<file path="src/rtl/afc_pkg.sv">
package afc_pkg;
  localparam int SLOT_W      = 24;
  localparam int NUM_SLOTS   = 10;
  localparam int PAY_W       = 16;
  localparam int STAT_W      = SLOT_W - PAY_W;
  localparam int NUM_STREAM  = NUM_SLOTS - 2;
  localparam int ACTIVE_BITS = SLOT_W * NUM_SLOTS;
  localparam int CNT_W       = $clog2(ACTIVE_BITS);

  typedef struct packed {
    logic txLoad;
    logic txShift;
    logic txOn;
    logic rxShift;
    logic rxDone;
  } strobes_t;
endpackage

</file>
<file path="src/rtl/afc_ctrl.sv">
module afc_ctrl
  import afc_pkg::*;
(
  input  logic     clk,
  input  logic     rst,
  input  logic     frameSync,
  output strobes_t strb
);
  localparam logic [CNT_W-1:0] LAST = CNT_W'(ACTIVE_BITS - 1);

  logic [CNT_W-1:0] txCnt, rxCnt;
  logic txActive, rxActive;

  always_ff @(posedge clk) begin
    if (rst) begin
      txActive <= 1'b0;
      txCnt    <= '0;
      rxActive <= 1'b0;
      rxCnt    <= '0;
    end else begin
      if (frameSync) begin
        txActive <= 1'b1;
        txCnt    <= '0;
      end else if (txActive) begin
        if (txCnt == LAST) txActive <= 1'b0;
        txCnt <= txCnt + 1'b1;
      end
      if (frameSync) begin
        rxActive <= 1'b1;
        rxCnt    <= '0;
      end else if (rxActive) begin
        if (rxCnt == LAST) rxActive <= 1'b0;
        rxCnt <= rxCnt + 1'b1;
      end
    end
  end

  always_comb begin
    strb.txLoad  = frameSync;
    strb.txShift = txActive && !frameSync;
    strb.txOn    = txActive;
    strb.rxShift = rxActive;
    strb.rxDone  = rxActive && (rxCnt == LAST);
  end

  AST_SYNC_REALIGN: assert property (@(posedge clk) disable iff (rst)
    frameSync |=> txActive && rxActive && txCnt == '0 && rxCnt == '0);
  AST_TX_ENDS: assert property (@(posedge clk) disable iff (rst)
    txActive && txCnt == LAST && !frameSync |=> !txActive);
  AST_RX_STEP: assert property (@(posedge clk) disable iff (rst)
    rxActive && !frameSync && rxCnt != LAST |=> rxActive && rxCnt == $past(rxCnt) + 1'b1);
endmodule

</file>
<file path="src/rtl/afc_datapath.sv">
module afc_datapath
  import afc_pkg::*;
(
  input  logic                         clk,
  input  logic                         rst,
  input  strobes_t                     strb,
  input  logic                         serIn,
  input  logic [SLOT_W-1:0]            txPcmL,
  input  logic [SLOT_W-1:0]            txPcmR,
  input  logic [PAY_W*NUM_STREAM-1:0]  txStreamWords,
  input  logic [STAT_W*NUM_STREAM-1:0] txStatus,
  output logic                         serOut,
  output logic [SLOT_W-1:0]            rxPcmL,
  output logic [SLOT_W-1:0]            rxPcmR,
  output logic [PAY_W*NUM_STREAM-1:0]  rxStreamWords,
  output logic [STAT_W*NUM_STREAM-1:0] rxStatus,
  output logic                         rxFrameValid
);
  logic [ACTIVE_BITS-1:0] txFrame, txSh, rxHold;
  logic [ACTIVE_BITS-2:0] rxSh;

  always_comb begin
    txFrame = '0;
    txFrame[ACTIVE_BITS-1 -: SLOT_W]        = txPcmL;
    txFrame[ACTIVE_BITS-1-SLOT_W -: SLOT_W] = txPcmR;
    for (int j = 0; j < NUM_STREAM; j++) begin
      txFrame[ACTIVE_BITS-1-SLOT_W*(j+2) -: SLOT_W] =
        {txStreamWords[PAY_W*j +: PAY_W], txStatus[STAT_W*j +: STAT_W]};
    end
  end

  always_ff @(posedge clk) begin
    if (rst) begin
      txSh <= '0;
    end else if (strb.txLoad) begin
      txSh <= txFrame;
    end else if (strb.txShift) begin
      txSh <= {txSh[ACTIVE_BITS-2:0], 1'b0};
    end
  end

  assign serOut = strb.txOn & txSh[ACTIVE_BITS-1];

  always_ff @(posedge clk) begin
    if (rst) begin
      rxSh         <= '0;
      rxHold       <= '0;
      rxFrameValid <= 1'b0;
    end else begin
      if (strb.rxShift) rxSh <= {rxSh[ACTIVE_BITS-3:0], serIn};
      if (strb.rxDone) rxHold <= {rxSh, serIn};
      rxFrameValid <= strb.rxDone;
    end
  end

  assign rxPcmL = rxHold[ACTIVE_BITS-1 -: SLOT_W];
  assign rxPcmR = rxHold[ACTIVE_BITS-1-SLOT_W -: SLOT_W];

  for (genvar j = 0; j < NUM_STREAM; j++) begin : g_unpack
    localparam int TOP = ACTIVE_BITS - 1 - SLOT_W * (j + 2);
    assign rxStreamWords[PAY_W*j +: PAY_W] = rxHold[TOP -: PAY_W];
    assign rxStatus[STAT_W*j +: STAT_W]    = rxHold[TOP-PAY_W -: STAT_W];
  end

  AST_VALID_PULSE: assert property (@(posedge clk) disable iff (rst)
    rxFrameValid |=> !rxFrameValid);
  AST_RX_HOLD: assert property (@(posedge clk) disable iff (rst)
    !rxFrameValid |-> $stable(rxHold));
endmodule

</file>
<file path="src/rtl/afc_codec.sv">
module afc_codec
  import afc_pkg::*;
(
  input  logic                         clk,
  input  logic                         rst,
  input  logic                         frameSync,
  input  logic                         serIn,
  input  logic [SLOT_W-1:0]            txPcmL,
  input  logic [SLOT_W-1:0]            txPcmR,
  input  logic [PAY_W*NUM_STREAM-1:0]  txStreamWords,
  input  logic [STAT_W*NUM_STREAM-1:0] txStatus,
  output logic                         serOut,
  output logic [SLOT_W-1:0]            rxPcmL,
  output logic [SLOT_W-1:0]            rxPcmR,
  output logic [PAY_W*NUM_STREAM-1:0]  rxStreamWords,
  output logic [STAT_W*NUM_STREAM-1:0] rxStatus,
  output logic                         rxFrameValid
);
  strobes_t strb;

  afc_ctrl u_ctrl (
    .clk(clk), .rst(rst), .frameSync(frameSync), .strb(strb)
  );

  afc_datapath u_dp (
    .clk(clk), .rst(rst), .strb(strb), .serIn(serIn),
    .txPcmL(txPcmL), .txPcmR(txPcmR), .txStreamWords(txStreamWords), .txStatus(txStatus),
    .serOut(serOut), .rxPcmL(rxPcmL), .rxPcmR(rxPcmR), .rxStreamWords(rxStreamWords),
    .rxStatus(rxStatus), .rxFrameValid(rxFrameValid)
  );
endmodule

</file>
<file path="config.mk">
export PLATFORM = sky130hd
export DESIGN_NAME = afc_codec
export DESIGN_NICKNAME = d
export VERILOG_FILES = /design/src/rtl/afc_pkg.sv /design/src/rtl/afc_ctrl.sv /design/src/rtl/afc_datapath.sv /design/src/rtl/afc_codec.sv
export SDC_FILE = /design/constraint.sdc
export NUM_CORES = 1
export LEC_CHECK = 0
export BUFFER_PORTS_ARGS = -buffer_cell sky130_fd_sc_hd__buf_2
export CORE_ASPECT_RATIO = 1.2
export CORE_MARGIN = 3
export CORE_UTILIZATION = 60
export CTS_CLUSTER_DIAMETER = 150
export CTS_CLUSTER_SIZE = 40
export DETAILED_ROUTE_END_ITERATION = 7
export HOLD_SLACK_MARGIN = 0.02
export PLACE_DENSITY_LB_ADDON = 0.08
export SLEW_MARGIN = 20
export SYNTH_ARGS = -nofsm -noshare
export SYNTH_HDL_FRONTEND = slang
export SYNTH_SLANG_ARGS = --single-unit
</file>
<file path="constraint.sdc">
create_clock -name clk -period 3.9 [get_ports clk]
set_input_delay 0.975 -clock clk [delete_from_list [all_inputs] [get_ports clk]]
set_output_delay 0.975 -clock clk [all_outputs]
set_load 0.005 [all_outputs]
</file>
* Word-level counts from Yosys, hierarchy flattened
Cells that the tools add are included.
** Cells by class
- Add/sub/neg operators :: 2
- Eq/ne operators :: 2
- Mux-type cells :: 8
- Bitwise gates (word level) :: 1
- Reductions and logical operators :: 5
** Operators by type and width (number)
- 2-to-1 mux 240 bit :: 2
- adder 8 x 1 -> 8 bit, second input constant :: 2
- == test 8 bit, second input constant :: 2
- 2-to-1 mux 1 bit :: 6
- logical AND 1 bit :: 2
- nonzero test 2 bit :: 1
- OR reduction 2 bit :: 1
- AND 1 bit :: 1
- zero test 1 bit :: 1
** Word-level totals
- Register bits after elaboration :: 738
- Output and inout bits :: 242

* Logic depth before layout (Yosys ltp)
Gate-level depths: netlist of the first run.
- Depth after elaboration :: 4
- Gate-level depth with buffers :: 6
- Depth with buffers taken out :: 4

* By module
Synthesis of the first run repeated with hierarchy kept, for this count alone.
** Second synthesis, totals
- Cells, all modules :: 2704
- Area total of the unflattened synthesis :: 28891.5 µm²
** Modules (own cells, without submodules)
- afc_datapath :: times used 1, cells an instance 2615, area each 28090.7 µm²
- afc_ctrl :: times used 1, cells an instance 89, area each 800.8 µm²

* Worst setup path after synthesis of the first run
No wires, ideal clock.
- Path type :: input to register
- Start point :: in rst
- End point :: reg u_dp.rxSh[209]
- Library setup time :: 0.128 ns
- Data arrival time :: 1.913 ns
- Required time :: 3.772 ns
- Path slack :: 1.860 ns
- Stages :: 5
- Path buffers :: 4
- Cells stage by stage :: buf_2 > buf_2 > clkbuf_1 > buf_1 > nor2_1
** RTL lines
- start, declared :: RTL line afc_codec.sv:5 : input logic rst,
- end signal, assigned :: RTL line afc_datapath.sv:50 : if (strb.rxShift) rxSh <= {rxSh[ACTIVE_BITS-3:0], serIn};
- end, declared :: RTL line afc_datapath.sv:20 : logic [ACTIVE_BITS-2:0] rxSh;
No word-level cell between the ends.

* Worst setup path in the final report of the first run
- Start point :: reg u_ctrl.txActive
- End point :: out serOut
** On the way
- Cells in the longest elaborated chain, start to end :: 1
** RTL lines
- start, declared :: RTL line afc_ctrl.sv:12 : logic txActive, rxActive;
- start signal, assigned :: RTL line afc_ctrl.sv:16 : txActive <= 1'b0;
- start signal, assigned :: RTL line afc_ctrl.sv:22 : txActive <= 1'b1;
- start signal, assigned :: RTL line afc_ctrl.sv:25 : if (txCnt == LAST) txActive <= 1'b0;
- AND 1 bit :: RTL line afc_datapath.sv:42 : assign serOut = strb.txOn & txSh[ACTIVE_BITS-1];
- end, declared :: RTL line afc_codec.sv:12 : output logic serOut,
Every way passes these cells.

==> results of run 1 <==
-- path summary, 6_finish.rpt --
check,to,cells after the start,slack (ns),from
min reg2reg,u_dp.rxHold[18]$_SDFFE_PP0P_,2,0.47,u_dp.rxSh[17]$_SDFFE_PP0P_
min,u_dp.rxHold[18]$_SDFFE_PP0P_,2,0.47,u_dp.rxSh[17]$_SDFFE_PP0P_
max reg2reg,u_dp.txSh[192]$_SDFFE_PP0P_,4,1.63,u_ctrl.txActive$_SDFF_PP0_
max,serOut,2,1.06,u_ctrl.txActive$_SDFF_PP0_
-- layout make-up --
cell class                 count  area (um2)  area share (%)
antenna                       13        32.5          0.0960
clock buffer                  24         579            1.71
clock inverter                 1        30.0          0.0886
inverter                       2        12.5          0.0369
multi-input combinational   2222       14800            43.7
sequential                   738       14800            43.6
tap                          644         806            2.38
timing repair buffer         515        2840            8.39
-- power by group --
| part | switching, mW | internal [mW] |
|---|---|---|
| clock network | 2.19 | 1.09 |
| registers | 0.0921 | 7.69 |
| logic | 0.527 | 0.535 |
-- Yosys cell counts, types with 2 or more instances --
cell type,number
dfxtp_1,738
nand2_1,487
mux2i_1,481
nand2b_1,480
nor2_1,250
a21oi_1,248
mux2_2,239
clkbuf_1,153
buf_2,63
buf_4,12
buf_6,11
o21ai_0,5
xor2_1,5
buf_1,4
nand4_1,4
or3_1,4
xnor2_1,3
ha_1,2
nand3_1,2
o31ai_1,2
or4_1,2
-- registers in the layout, indices dropped and copies added, names as in the netlist --
name,flops
u_ctrl.rxActive,1
u_dp.rxSh,239
u_ctrl.txActive,1
u_ctrl.rxCnt,8
u_dp.rxHold,240
u_dp.rxFrameValid,1
u_ctrl.txCnt,8
u_dp.txSh,240
-- metal layers --
metal	part of all wire [%]	GRT usage [%]
met1	43	30.6
met2	47	39.6
met3	6.1	4.85
met4	3.4	7.85
met5	0.14	0
-- cells by family (layout without fill, tap and decap cells) --
kind of cell,after synthesis,count (layout)
adders and majority gates,2,2
AOI/OAI and AO/OA,256,256
buffers and inverters,245,542
other,0,13
and+or+nand+nor,1236,1236
muxes,720,720
DFF,738,738
xor gates and xnor gates,8,8
-- worst max-delay path: stages, from the launching register on --
cell     delay (ns)
dfxtp_4        0.88
and2_1         0.22
buf_2          0.14
-- placed cells by master, fill, tap and decap left out, types with 5 or more instances in the layout --
master       n
buf_12      14
nand2_1    487
buf_4       16
buf_2      483
o21ai_0      5
nor2_1     250
clkbuf_16   23
xor2_1       5
mux2_2     239
nand2b_1   480
a21oi_1    248
diode_2     13
dfxtp_1    736
mux2i_1    481
==> flow_summary.toml, run 1 <==
[final_layout]
fillerInstances = 4140
instances_no_fill = 4159
final_core_util_pct = 67.2
fin_nets = 3747
drive_gt1_share_pct = 22.4
area_delta_synth_final_pct = 10.4
finish.instance_area_um2 = 33900

[logic_synthesis]
synth_top_family_by_area = "multiplexers"
synthArstFlopShare_pct = 0
synthMuxAreaShare_pct = 24.5
synth_xor_area_share_pct = 0.228
synth_top_area_share_pct = 48.1
yosys-top-cells-area = "dfxtp_1 48%, mux2i_1 16%, nand2b_1 9.8%, mux2_2 8.8%, nand2_1 6.0%"
syn_inst = 3205
synth-seq-area-share_pct = 48.1
synth_compound_area_share_pct = 4.20
ys_types = 31
syn-num-nets = 3451
syn-cell-area_um2 = 30700
yosys.area_share.adder_pct = 0.0815
ys_warn_count = 0
synthFlopType = "dfxtp_1"
synth_area_leader_cell = "dfxtp_1"
synth-edff-count = 0
yosys.area_share.simple_pct = 19.2
synth_seq_cells = 738
syn_area_per_cell_um2 = 9.58

[run]
drv_cap = 0

[clock_tree]
cts_setup_buffers = 0
numCtsBuffers = 22
clock_latency_ns = 0.60
cts_sinks = 738
cts_resized = 0
cts_tree = "built"
cts_buffer_depth = 3
clk_pin_slew_ns = 0.14
postCtsHoldBufs = 0
root_buffer = "clkbuf_16"
h-tree-depth = 1

[global_route]
antenna_found_initial = 16
gr-total-overflow = 0
grt_first_pass_wirelength_um = 107000
grt_pass1_vias = 21213
grt_max_degree = 167
grt_usage_pct = 23.7

[floorplan]
fp.coreArea_um2 = 50400
die_height_um = 254
rows = 90
die_area_um2 = 53900
start_util_pct = 60.8
die_x_um = 212
io_pins = 486

[critical_path]
crit_required_ns = 2.92
path_class = "register to output pin"
end_kind = "output pin"
arrival_ns = 1.87
start_kind = "register"
crit_fanout = 62

[place]
place_ws_ns = 1.33
place_hpwl_um = 46400
placed_cells = 4121
io_buffers = 485
gp_congestion = 0.837
post_dp_cell_area_um2 = 33200

[sta]
worst_slew_pin_slew_ns = 1.03
fmax_mhz = 352
layout_min_cycle_time_ns = 2.84
final-hold-violation-count = 0
clock_skew_ns = 0.0286
period_share_pct = 72.9
setup_viol = 0
setup_slack_ns = 1.06
slew_headroom_pct = 31.1
timing.hold.ws_ns = 0.472
setup_tns_ns = 0
slew_viol_final = 0
rsz0062_at_grt = "false"

[outcome]
run_status = "finished, final reports clean"

[power]
leakagePower_nw = 13.5
vdd_ir_drop_max_mv = 0.305
total_power_mw = 12.1
power_density_nw_per_um2 = 358

[drt]
remaining_drc_errors = 0
wl_per_cell_um = 16.3
drt_first_pass_iters = 5
drt_wl_total_um = 67600
drt_iter0_markers = 1443
vias_per_cell = 5.33
final_antenna_net_count = 0
via_count = 22168

[worst_hold_path]
worst_hold_path_type = "register to register"
Power figures use the tool's default switching activity.
==> inputs of run 2 (changes only) <==
- ABC_AREA: not set -> 1
- CORE_UTILIZATION: 60 -> 56
- clock period: 3.9 -> 2.98 ns (I/O delays scaled with it)
==> run 2 against run 1 <==
Area after synthesis decreased by 2.5%. Sequential share of layout area increased by 1.0 points. Highest routed layer unchanged. First-iteration DRC count increased by 68%. Critical endpoint unchanged. Utilization decreased by 4.4 points. Die area increased by 4.3%. Critical path depth increased by 1. Synthesized cell count increased by 33%. Total power increased by 35%. Cell area decreased by 2.4%. Largest power group unchanged. Combinational power increased by 48%. Non-clock buffer count increased by 12.
==> flow_summary.toml, run 2 <==
[power]
power_density_nw_per_um2 = 496
vdd_ir_drop_max_mv = 0.477
leakagePower_nw = 16.0

[sta]
period_share_pct = 74.8
slew_viol_final = 0
fmax_mhz = 449
setup_viol = 0
final-hold-violation-count = 0
slew_headroom_pct = 59.0
setup_tns_ns = 0
rsz0062_at_grt = "false"
setup_slack_ns = 0.750
clock_skew_ns = 0.0248
worst_slew_pin_slew_ns = 0.615
layout_min_cycle_time_ns = 2.23

[critical_path]
crit_required_ns = 2.24
end_kind = "output pin"
path_class = "register to output pin"
arrival_ns = 1.48
crit_fanout = 9
start_kind = "register"

[global_route]
grt_max_degree = 138
grt_usage_pct = 24.2
gr-total-overflow = 0
grt_first_pass_wirelength_um = 116000
antenna_found_initial = 7
grt_pass1_vias = 23000

[floorplan]
rows = 92
die_height_um = 259
fp.coreArea_um2 = 52700
io_pins = 486
start_util_pct = 56.7
die_x_um = 217
die_area_um2 = 56200

[clock_tree]
numCtsBuffers = 22
clock_latency_ns = 0.60
clk_pin_slew_ns = 0.14
cts_resized = 0
cts_setup_buffers = 0
cts_sinks = 738
cts_buffer_depth = 3
postCtsHoldBufs = 0
h-tree-depth = 1
root_buffer = "clkbuf_16"
cts_tree = "built"

[logic_synthesis]
synth-edff-count = 0
syn-cell-area_um2 = 29900
syn-num-nets = 4519
syn_inst = 4273
ys_warn_count = 0
synthTopCellsByCount = "1226 x nand2_1, 738 x dfxtp_1, 496 x inv_1, 495 x a21oi_1, 483 x nand3_1"
synth_top_area_share_pct = 49.4
synth-seq-area-share_pct = 49.4
syn_area_per_cell_um2 = 7.00
synthArstFlopShare_pct = 0
yosys-top-cells-area = "dfxtp_1 49%, nand2_1 15%, a21oi_1 8.3%, nand3_1 8.1%, inv_1 6.2%"
yosysMostFrequentCell = "nand2_1"
ys_types = 24
synthFlopType = "dfxtp_1"
synth_seq_cells = 738
synth_area_leader_cell = "dfxtp_1"

[final_layout]
multiInputGateArea_um2 = 11800
final_cell_mix = "1226 x nand2_1, 738 x dfxtp_1, 495 x inv_1, 495 x a21oi_1, 484 x buf_2"
fin_nets = 4751
area_delta_synth_final_pct = 10.5
fillerInstances = 5184
layout_commonest_cell = "nand2_1"
final_core_util_pct = 62.7
instances_no_fill = 5218
regArea_um2 = 14800
drive_gt1_share_pct = 12.4
top_regs = "u_dp.rxHold: 240 flops, u_dp.txSh: 240 flops, u_dp.rxSh: 239 flops"

[place]
gp_congestion = 0.850
place_ws_ns = 0.834
placed_cells = 5186
place_hpwl_um = 47000
io_buffers = 485

[drt]
drt_first_pass_iters = 5
wl_per_cell_um = 13.8
vias_per_cell = 5.08
drt_wl_total_um = 72200
final_antenna_net_count = 0
drt_iter0_markers = 2418
via_count = 26527
remaining_drc_errors = 0

[worst_hold_path]
worst_hold_path_type = "primary input to register"

[run]
drv_cap = 0

[outcome]
run_status = "finished, final reports clean"
## run 2: cell type report
cell class | instances | area share [%]
Antenna cell | 8 | 0.0605
Clock buffer | 23 | 1.74
Clock inverter | 1 | 0.0908
Inverter | 497 | 5.69
Multi-Input combinational cell | 2719 | 35.7
Sequential cell | 738 | 44.7
Tap cell | 705 | 2.67
Timing Repair Buffer | 527 | 9.33
## run 2: worst paths after layout
kind	from	endpoint	slack [ns]	cells after the start
worst max-delay path	u_ctrl.txActive$_SDFF_PP0_	serOut	0.75	3
worst min-delay path	txStatus[56]	u_dp.txSh[0]$_SDFFE_PP0P_	0.41	3
worst max register to register	u_ctrl.rxActive$_SDFF_PP0_	u_dp.rxHold[180]$_SDFFE_PP0P_	1.02	7
worst min register to register	u_dp.rxSh[238]$_SDFFE_PP0P_	u_dp.rxSh[238]$_SDFFE_PP0P_	0.47	2
## run 2: per-stage QoR
| stage | power [mW] | cell area (um2) | hold slack (ns) |
|---|---|---|---|
| finish | 16.4 | 33100 | 0.408 |
| global route | 17.2 | 33100 | 0.397 |
| CTS | 16.5 | 33000 | 0.375 |
| detailed placement | 12.3 | 32400 | 0.450 |
| global placement | 12.3 | 32400 | 0.448 |
| floorplan | 11.8 | 29900 | 0.430 |
## run 2: cells by family (layout without fill, tap and decap cells)
group,after synthesis,in the layout,share of synthesized area (%)
buf+inv,816,1048,11.2
compound gates,746,746,12.5
other cells,0,8,0
fa+ha+maj,2,2,0.0836
flops,738,738,49.4
simple gates,1971,1971,26.9
## run 2: worst max-delay path, cell delays in order, from the launching register on
cell and delay (ns):
dfxtp_1 0.54, nand2_1 0.11, inv_1 0.11, buf_2 0.13
## run 2: where the power goes
group	total, mW	internal (mW)	switching [mW]
logic	1.57	0.574	0.992
registers	10.5	10.3	0.207
clock network	4.32	1.43	2.89
total	16.4	12.3	4.09
## run 2: layer usage
metal / vias up / share of wire [%] / global-route usage, %
li1: 13800 / - / -
met1: 12131 / 46 / 33.7
met2: 524 / 47 / 40.2
met3: 70 / 5.4 / 3.03
met4: 2 / 2.1 / 6.11
met5: - / 0.021 / 0
